===== src/rtl/dma_xlate_pkg.sv =====
package dma_xlate_pkg;
  typedef enum logic [1:0] {
    EVT_NONE      = 2'd0,
    EVT_BAD_SPACE = 2'd1,
    EVT_RANGE     = 2'd2,
    EVT_WALK      = 2'd3
  } evt_code_e;

  typedef enum logic [1:0] {
    ST_IDLE,
    ST_ISSUE,
    ST_WAIT,
    ST_RESP
  } walk_state_e;

  localparam int unsigned LEVELS = 3;
endpackage


===== src/rtl/dma_xlate_precheck.sv =====
module dma_xlate_precheck
  import dma_xlate_pkg::*;
#(
  parameter int unsigned   AW       = 64,
  parameter logic [AW-1:0] MSI_ADDR = '0
) (
  input  logic [AW-1:0] addr_i,
  input  logic [AW-1:0] origin_i,
  input  logic [AW-1:0] base_i,
  input  logic [AW-1:0] limit_i,
  output logic          msi_o,
  output logic          fail_o,
  output evt_code_e     code_o
);
  always_comb begin
    msi_o  = (addr_i == MSI_ADDR);
    fail_o = 1'b0;
    code_o = EVT_NONE;
    if (!msi_o) begin
      if (origin_i == '0) begin
        fail_o = 1'b1;
        code_o = EVT_BAD_SPACE;
      end else if ((addr_i < base_i) || (addr_i > limit_i)) begin
        fail_o = 1'b1;
        code_o = EVT_RANGE;
      end
    end
  end
endmodule


===== src/rtl/dma_xlate_index.sv =====
module dma_xlate_index #(
  parameter int unsigned AW       = 64,
  parameter int unsigned RX_SHIFT = 42,
  parameter int unsigned RX_W     = 11,
  parameter int unsigned SX_SHIFT = 31,
  parameter int unsigned SX_W     = 11,
  parameter int unsigned PX_SHIFT = 12,
  parameter int unsigned PX_W     = 8
) (
  input  logic [AW-1:0] vaddr_i,
  input  logic [AW-1:0] table_i,
  input  logic [1:0]    level_i,
  output logic [AW-1:0] entry_addr_o
);
  localparam int unsigned SHIFT [3] = '{RX_SHIFT, SX_SHIFT, PX_SHIFT};
  localparam int unsigned WIDTH [3] = '{RX_W, SX_W, PX_W};
  localparam int unsigned ENTRY_SH  = 3;

  logic [AW-1:0] idx [3];
  logic [AW-1:0] sel;

  for (genvar g = 0; g < 3; g++) begin : g_lvl
    localparam logic [AW-1:0] FMASK = (AW'(1) << WIDTH[g]) - AW'(1);
    assign idx[g] = (vaddr_i >> SHIFT[g]) & FMASK;
  end

  always_comb begin
    case (level_i)
      2'd0:    sel = idx[0];
      2'd1:    sel = idx[1];
      default: sel = idx[2];
    endcase
    entry_addr_o = table_i + (sel << ENTRY_SH);
  end
endmodule


===== src/rtl/dma_xlate_entry.sv =====
module dma_xlate_entry #(
  parameter int unsigned AW         = 64,
  parameter int unsigned PAGE_SHIFT = 12,
  parameter int unsigned TYPE_LSB   = 2,
  parameter logic [1:0]  RT_TYPE    = 2'b11,
  parameter logic [1:0]  ST_TYPE    = 2'b10,
  parameter int unsigned INV_BIT    = 10
) (
  input  logic [AW-1:0] data_i,
  input  logic [1:0]    level_i,
  output logic [AW-1:0] frame_o,
  output logic          last_o,
  output logic          fault_o,
  output logic          perm_o
);
  localparam logic [AW-1:0] OFS_MASK = (AW'(1) << PAGE_SHIFT) - AW'(1);

  logic [1:0] ty;
  assign ty      = data_i[TYPE_LSB +: 2];
  assign frame_o = data_i & ~OFS_MASK;
  assign last_o  = (level_i == 2'd2);
  assign perm_o  = ~data_i[INV_BIT];

  always_comb begin
    case (level_i)
      2'd0:    fault_o = (ty != RT_TYPE);
      2'd1:    fault_o = (ty != ST_TYPE);
      default: fault_o = (data_i == '0);
    endcase
  end
endmodule


===== src/rtl/dma_xlate_walker.sv =====
module dma_xlate_walker
  import dma_xlate_pkg::*;
#(
  parameter int unsigned   AW         = 64,
  parameter logic [AW-1:0] MSI_ADDR   = 64'h0000_0000_FEE0_0000,
  parameter int unsigned   RX_SHIFT   = 42,
  parameter int unsigned   RX_W       = 11,
  parameter int unsigned   SX_SHIFT   = 31,
  parameter int unsigned   SX_W       = 11,
  parameter int unsigned   PX_SHIFT   = 12,
  parameter int unsigned   PX_W       = 8,
  parameter int unsigned   PAGE_SHIFT = 12,
  parameter int unsigned   TYPE_LSB   = 2,
  parameter logic [1:0]    RT_TYPE    = 2'b11,
  parameter logic [1:0]    ST_TYPE    = 2'b10,
  parameter int unsigned   INV_BIT    = 10
) (
  input  logic          clk_i,
  input  logic          rst_ni,
  input  logic          req_valid_i,
  input  logic [AW-1:0] req_addr_i,
  output logic          req_ready_o,
  input  logic [AW-1:0] origin_i,
  input  logic [AW-1:0] win_base_i,
  input  logic [AW-1:0] win_limit_i,
  output logic          mem_req_valid_o,
  output logic [AW-1:0] mem_req_addr_o,
  input  logic          mem_req_ready_i,
  input  logic          mem_rsp_valid_i,
  input  logic [AW-1:0] mem_rsp_data_i,
  output logic          rsp_valid_o,
  output logic [AW-1:0] rsp_addr_o,
  output logic [AW-1:0] rsp_mask_o,
  output logic          rsp_err_o,
  output logic          rsp_perm_o,
  output logic          rsp_msi_o,
  output logic          evt_valid_o,
  output logic [1:0]    evt_code_o,
  output logic [AW-1:0] evt_addr_o,
  output logic          evt_qual_o,
  output logic          err_state_o,
  output logic          store_blocked_o
);
  localparam logic [AW-1:0] OFS_MASK = (AW'(1) << PAGE_SHIFT) - AW'(1);
  localparam logic [1:0]    LAST_LVL = 2'(LEVELS - 1);

  walk_state_e   state_q;
  logic [1:0]    level_q;
  logic [AW-1:0] vaddr_q, table_q, res_addr_q;
  logic          res_err_q, res_perm_q, res_msi_q;
  evt_code_e     res_code_q;
  logic          err_flag_q, blk_flag_q;

  logic          pre_msi, pre_fail;
  evt_code_e     pre_code;
  logic [AW-1:0] ent_frame;
  logic          ent_last, ent_fault, ent_perm;

  dma_xlate_precheck #(.AW(AW), .MSI_ADDR(MSI_ADDR)) u_pre (
    .addr_i  (req_addr_i),
    .origin_i(origin_i),
    .base_i  (win_base_i),
    .limit_i (win_limit_i),
    .msi_o   (pre_msi),
    .fail_o  (pre_fail),
    .code_o  (pre_code)
  );

  dma_xlate_index #(
    .AW(AW), .RX_SHIFT(RX_SHIFT), .RX_W(RX_W), .SX_SHIFT(SX_SHIFT), .SX_W(SX_W),
    .PX_SHIFT(PX_SHIFT), .PX_W(PX_W)
  ) u_idx (
    .vaddr_i     (vaddr_q),
    .table_i     (table_q),
    .level_i     (level_q),
    .entry_addr_o(mem_req_addr_o)
  );

  dma_xlate_entry #(
    .AW(AW), .PAGE_SHIFT(PAGE_SHIFT), .TYPE_LSB(TYPE_LSB), .RT_TYPE(RT_TYPE),
    .ST_TYPE(ST_TYPE), .INV_BIT(INV_BIT)
  ) u_ent (
    .data_i (mem_rsp_data_i),
    .level_i(level_q),
    .frame_o(ent_frame),
    .last_o (ent_last),
    .fault_o(ent_fault),
    .perm_o (ent_perm)
  );

  always_ff @(posedge clk_i or negedge rst_ni) begin
    if (!rst_ni) begin
      state_q    <= ST_IDLE;
      level_q    <= '0;
      vaddr_q    <= '0;
      table_q    <= '0;
      res_addr_q <= '0;
      res_err_q  <= 1'b0;
      res_perm_q <= 1'b0;
      res_msi_q  <= 1'b0;
      res_code_q <= EVT_NONE;
      err_flag_q <= 1'b0;
      blk_flag_q <= 1'b0;
    end else begin
      case (state_q)
        ST_IDLE: if (req_valid_i) begin
          vaddr_q    <= req_addr_i;
          level_q    <= '0;
          table_q    <= origin_i & ~OFS_MASK;
          res_msi_q  <= pre_msi;
          res_code_q <= pre_code;
          res_err_q  <= pre_fail;
          res_perm_q <= pre_msi;
          res_addr_q <= pre_msi ? req_addr_i : '0;
          if (pre_fail) begin
            err_flag_q <= 1'b1;
            blk_flag_q <= 1'b1;
          end
          state_q <= (pre_msi || pre_fail) ? ST_RESP : ST_ISSUE;
        end
        ST_ISSUE: if (mem_req_ready_i) state_q <= ST_WAIT;
        ST_WAIT: if (mem_rsp_valid_i) begin
          if (ent_fault) begin
            res_err_q  <= 1'b1;
            res_code_q <= EVT_WALK;
            res_perm_q <= 1'b0;
            res_addr_q <= '0;
            err_flag_q <= 1'b1;
            blk_flag_q <= 1'b1;
            state_q    <= ST_RESP;
          end else if (ent_last) begin
            res_err_q  <= 1'b0;
            res_addr_q <= ent_frame;
            res_perm_q <= ent_perm;
            state_q    <= ST_RESP;
          end else begin
            table_q <= ent_frame;
            level_q <= (level_q == LAST_LVL) ? level_q : level_q + 2'd1;
            state_q <= ST_ISSUE;
          end
        end
        default: state_q <= ST_IDLE;
      endcase
    end
  end

  assign req_ready_o     = (state_q == ST_IDLE);
  assign mem_req_valid_o = (state_q == ST_ISSUE);
  assign rsp_valid_o     = (state_q == ST_RESP);
  assign rsp_addr_o      = res_addr_q;
  assign rsp_mask_o      = res_err_q ? '1 : OFS_MASK;
  assign rsp_err_o       = res_err_q;
  assign rsp_perm_o      = res_perm_q;
  assign rsp_msi_o       = res_msi_q;
  assign evt_valid_o     = rsp_valid_o && res_err_q;
  assign evt_code_o      = res_code_q;
  assign evt_addr_o      = vaddr_q;
  assign evt_qual_o      = (res_code_q == EVT_WALK);
  assign err_state_o     = err_flag_q;
  assign store_blocked_o = blk_flag_q;
endmodule


===== config.mk =====
export PLATFORM = sky130hd
export DESIGN_NAME = dma_xlate_walker
export DESIGN_NICKNAME = d
export VERILOG_FILES = /design/src/rtl/dma_xlate_pkg.sv /design/src/rtl/dma_xlate_precheck.sv /design/src/rtl/dma_xlate_index.sv /design/src/rtl/dma_xlate_entry.sv /design/src/rtl/dma_xlate_walker.sv
export SDC_FILE = /design/constraint.sdc
export NUM_CORES = 1
export LEC_CHECK = 0
export BUFFER_PORTS_ARGS = -buffer_cell sky130_fd_sc_hd__clkbuf_2
export CAP_MARGIN = 0
export CORE_AREA = 2 2 227 229
export CTS_BUF_LIST = sky130_fd_sc_hd__clkbuf_4 sky130_fd_sc_hd__clkbuf_8
export DETAILED_ROUTE_END_ITERATION = 12
export DIE_AREA = 0 0 229 231
export PLACE_DENSITY_LB_ADDON = 0.12
export SLEW_MARGIN = 20
export SYNTH_ARGS = -nofsm -noshare
export SYNTH_HDL_FRONTEND = slang
export SYNTH_SLANG_ARGS = --single-unit

===== constraint.sdc =====
create_clock -name clk_i -period 5.73 [get_ports clk_i]
set_input_delay 0.8595 -clock clk_i [delete_from_list [all_inputs] [get_ports clk_i]]
set_output_delay 0.8595 -clock clk_i [all_outputs]
set_load 0.01 [all_outputs]

==> impl_metrics.env <==
export IMPL_syn_to_final_growth_pct=28.1
export IMPL_grt_pass1_vias=12655
export IMPL_start_util=0.258
export IMPL_cts_sinks=190
export IMPL_synthXorXnorAreaFrac=0.0335
export IMPL_setup_viol=0
export IMPL_ys_types=63
export IMPL_powerDensity_nw_per_um2=429
export IMPL_finalNonFillerCells=2654
export IMPL_clk_latency_ns=0.58
export IMPL_gp_congestion=0.881
export IMPL_async_flop_share=1.00
export IMPL_crit_fanout=11
export IMPL_die_w_um=229
export IMPL_hold_violations=0
export IMPL_tightest_slew_ns=1.10
export IMPL_critical_path_cell_chain="inv_1, ha_1, buf_4, a22o_1, ha_1, inv_1, fa_1, or3_4, nor4_4, nand3_4, nor3_4, nand3_1, xnor2_1, clkbuf_2"
export IMPL_yosysMostFrequentCell="nand2_1"
export IMPL_cts_setup_buffers=0
export IMPL_antenna_found_initial=3
export IMPL_clock_skew_ns=0.0124
export IMPL_path_class="reg -> out"
export IMPL_diodes=0
export IMPL_routed_wl_mm=55.3
export IMPL_nNetsFinal=2420
export IMPL_fin_crit_ns=5.12
export IMPL_ios=593
export IMPL_grt_pass1_wl_mm=81.7
export IMPL_htree_levels=4
export IMPL_ir_worst_vdd_uv=207
export IMPL_status="completed"
export IMPL_yosysTopAreaCellShare=0.364
export IMPL_min_path_type="in -> async"
export IMPL_cp_start_kind="flip-flop"
export IMPL_cts_buffer_depth=2
export IMPL_syn_instance_count=1454
export IMPL_ys_ff_latch=190
export IMPL_relSlewSlack=0.257
export IMPL_drtIter0Drc=500
export IMPL_drc=0
export IMPL_cts_resized=0
export IMPL_die_y_um=231
export IMPL_num_vias=12267
export IMPL_viasPerCell=4.62
export IMPL_wl_per_cell_um=20.8
export IMPL_yosysWarnings=0
export IMPL_fmax_mhz=195
export IMPL_rows=83
export IMPL_portBuffers=577
export IMPL_hpwl_mm=45.9
export IMPL_fin_crit_sh=0.893
export IMPL_hold_buffers=0
export IMPL_dp_cells=2623
export IMPL_ys_flop_type="dfrtp_1"
export IMPL_r2r_start="level_q[0]"
export IMPL_syn_area_sq_um=13100
export IMPL_multi_input_area_sq_um=7200
export IMPL_first_pass_iters=5
export IMPL_synth_mux_area_frac=0.0983
export IMPL_drive_gt1_frac=0.358
export IMPL_p_leak_uw=0.00888
export IMPL_cts_root_buffer="clkbuf_8"
export IMPL_globalRouteTotalUtil=0.209
export IMPL_crit_path_end_kind="output port"
export IMPL_synth_avg_cell_area_sq_um=8.99
export IMPL_synth_edf_count=0
export IMPL_coreArea_sq_um=50700
export IMPL_yosysTopAreaCell="dfrtp_1"
export IMPL_synth_top_family_by_area="simple AND/OR/NAND/NOR gates"
export IMPL_maxCapViolCount=0
export IMPL_r2r_setup_slack_ns=1.97
export IMPL_hold_ws_ns=0.283
export IMPL_cts_buffers=17
export IMPL_rsz0062_at_grt="false"
export IMPL_cp_slowest_cell="fa_1"
export IMPL_setup_tns_ns=0
export IMPL_worstRegToRegCells=10
export IMPL_rr_endpoint="table_q[42]"
export IMPL_synth_seq_area_share=0.364
export IMPL_seq_area_sq_um=4750
export IMPL_synthTopCellsByArea="dfrtp_1 36%, ha_1 13%, nand2_1 6.6%"
export IMPL_num_fill_cells=5589
export IMPL_drtAntennaViolNets=0
export IMPL_cts_tree="yes"
export IMPL_die_area_sq_um=52900
export IMPL_crit_arrival_ns=4.26
export IMPL_post_synth_fa_ha_maj_area_fraction=0.128
export IMPL_synth_compound_area_frac=0.107
export IMPL_synth_common_cells="230 x nand2_1, 190 x dfrtp_1, 138 x inv_1"
export IMPL_required_ns=4.87
export IMPL_path_clk_slew_ns=0.12
export IMPL_overflow=0
export IMPL_grt_max_degree=106
export IMPL_synth_simple_gate_area_frac=0.176
export IMPL_critPathMaxStageDelay_ns=0.46
export IMPL_maxSlewViolCount=0
-- registers in the layout, summed over array words and instances, names as in the netlist --
| name | cells |
|---|---|
| rsp_perm_o | 1 |
| evt_addr_o | 64 |
| evt_code_o | 2 |
| rsp_addr_o | 64 |
| level_q | 2 |
| table_q | 52 |
| rsp_err_o | 1 |
| store_blocked_o | 1 |
| rsp_msi_o | 1 |
| state_q | 2 |
-- layer usage --
metal	track usage	share of wire	wire length (um)
met5	0	0.00078	43
met4	0.0560	0.020	1110
met3	0.0620	0.060	3300
met2	0.364	0.50	27700
met1	0.250	0.42	23200
-- area by class of cell --
class,instances,share of cell area
multi-input combinational,1025,0.430
clock inverter,10,0.00770
inverter,138,0.0309
tap,680,0.0508
sequential,190,0.284
clock buffer,21,0.0165
timing repair buffer,590,0.180
-- critical path, delay by kind of cell (launching register included) --
family	cells	cell delay, ns
adder cells (fa/ha/maj)	3	0.88
flip-flops	1	0.40
AO/OA/AOI/OAI	1	0.19
buffers and inverters	4	0.55
XOR/XNOR	1	0.19
AND/OR/NAND/NOR	5	1.47
-- metrics by stage --
step / area, sq um / power, uW / worst slack [ns] / util
after floorplan: 13100 / 4660 / 1.61 / -
after global placement: 16300 / 6250 / 1.32 / 0.322
after detailed placement: 16300 / 6290 / 1.21 / 0.322
after CTS: 16700 / 7330 / 0.491 / 0.330
after global routing: 16700 / 7750 / 0.324 / 0.330
final: 16700 / 7180 / 0.611 / 0.330
-- placed cells by master, fill, tap and decap left out, drive strengths merged, types with 10 or more instances in the layout --
master,count
o21ai,129
buf,14
inv,141
and2,17
nand2,230
nor2,38
clkbuf,597
a21oi,61
conb,15
a22oi,12
nor3,13
mux2,67
nand4,37
a211oi,11
dfrtp,190
nor4,51
nand3,30
mux2i,53
xnor2,41
and4,10
ha,132
-- where the power goes --
group	switching [uW]	internal (uW)	total [uW]
sequential	557	1910	2470
combinational	2220	1490	3710
clock	582	425	1010
total	3360	3830	7180
-- cell families after synthesis --
group           count (synthesis)
compound gates                249
flops                         190
fa+ha+maj                     133
mux                           120
simple gates                  458
buf+inv                       252
xor+xnor                       50
other cells                     2
-- worst max path at each step --
stage	from	endpoint	slack (ns)
5_1_grt	level_q[1]	mem_req_addr_o[56]	0.32
2_1_floorplan	level_q[1]	mem_req_addr_o[56]	1.61
4_1_cts	level_q[1]	mem_req_addr_o[56]	0.49
3_3_place_gp	level_q[0]	mem_req_addr_o[63]	1.32
3_5_place_dp	level_q[1]	mem_req_addr_o[56]	1.21
6_report	level_q[1]	mem_req_addr_o[56]	0.61
Note: power is estimated with default switching activity, not from simulation.
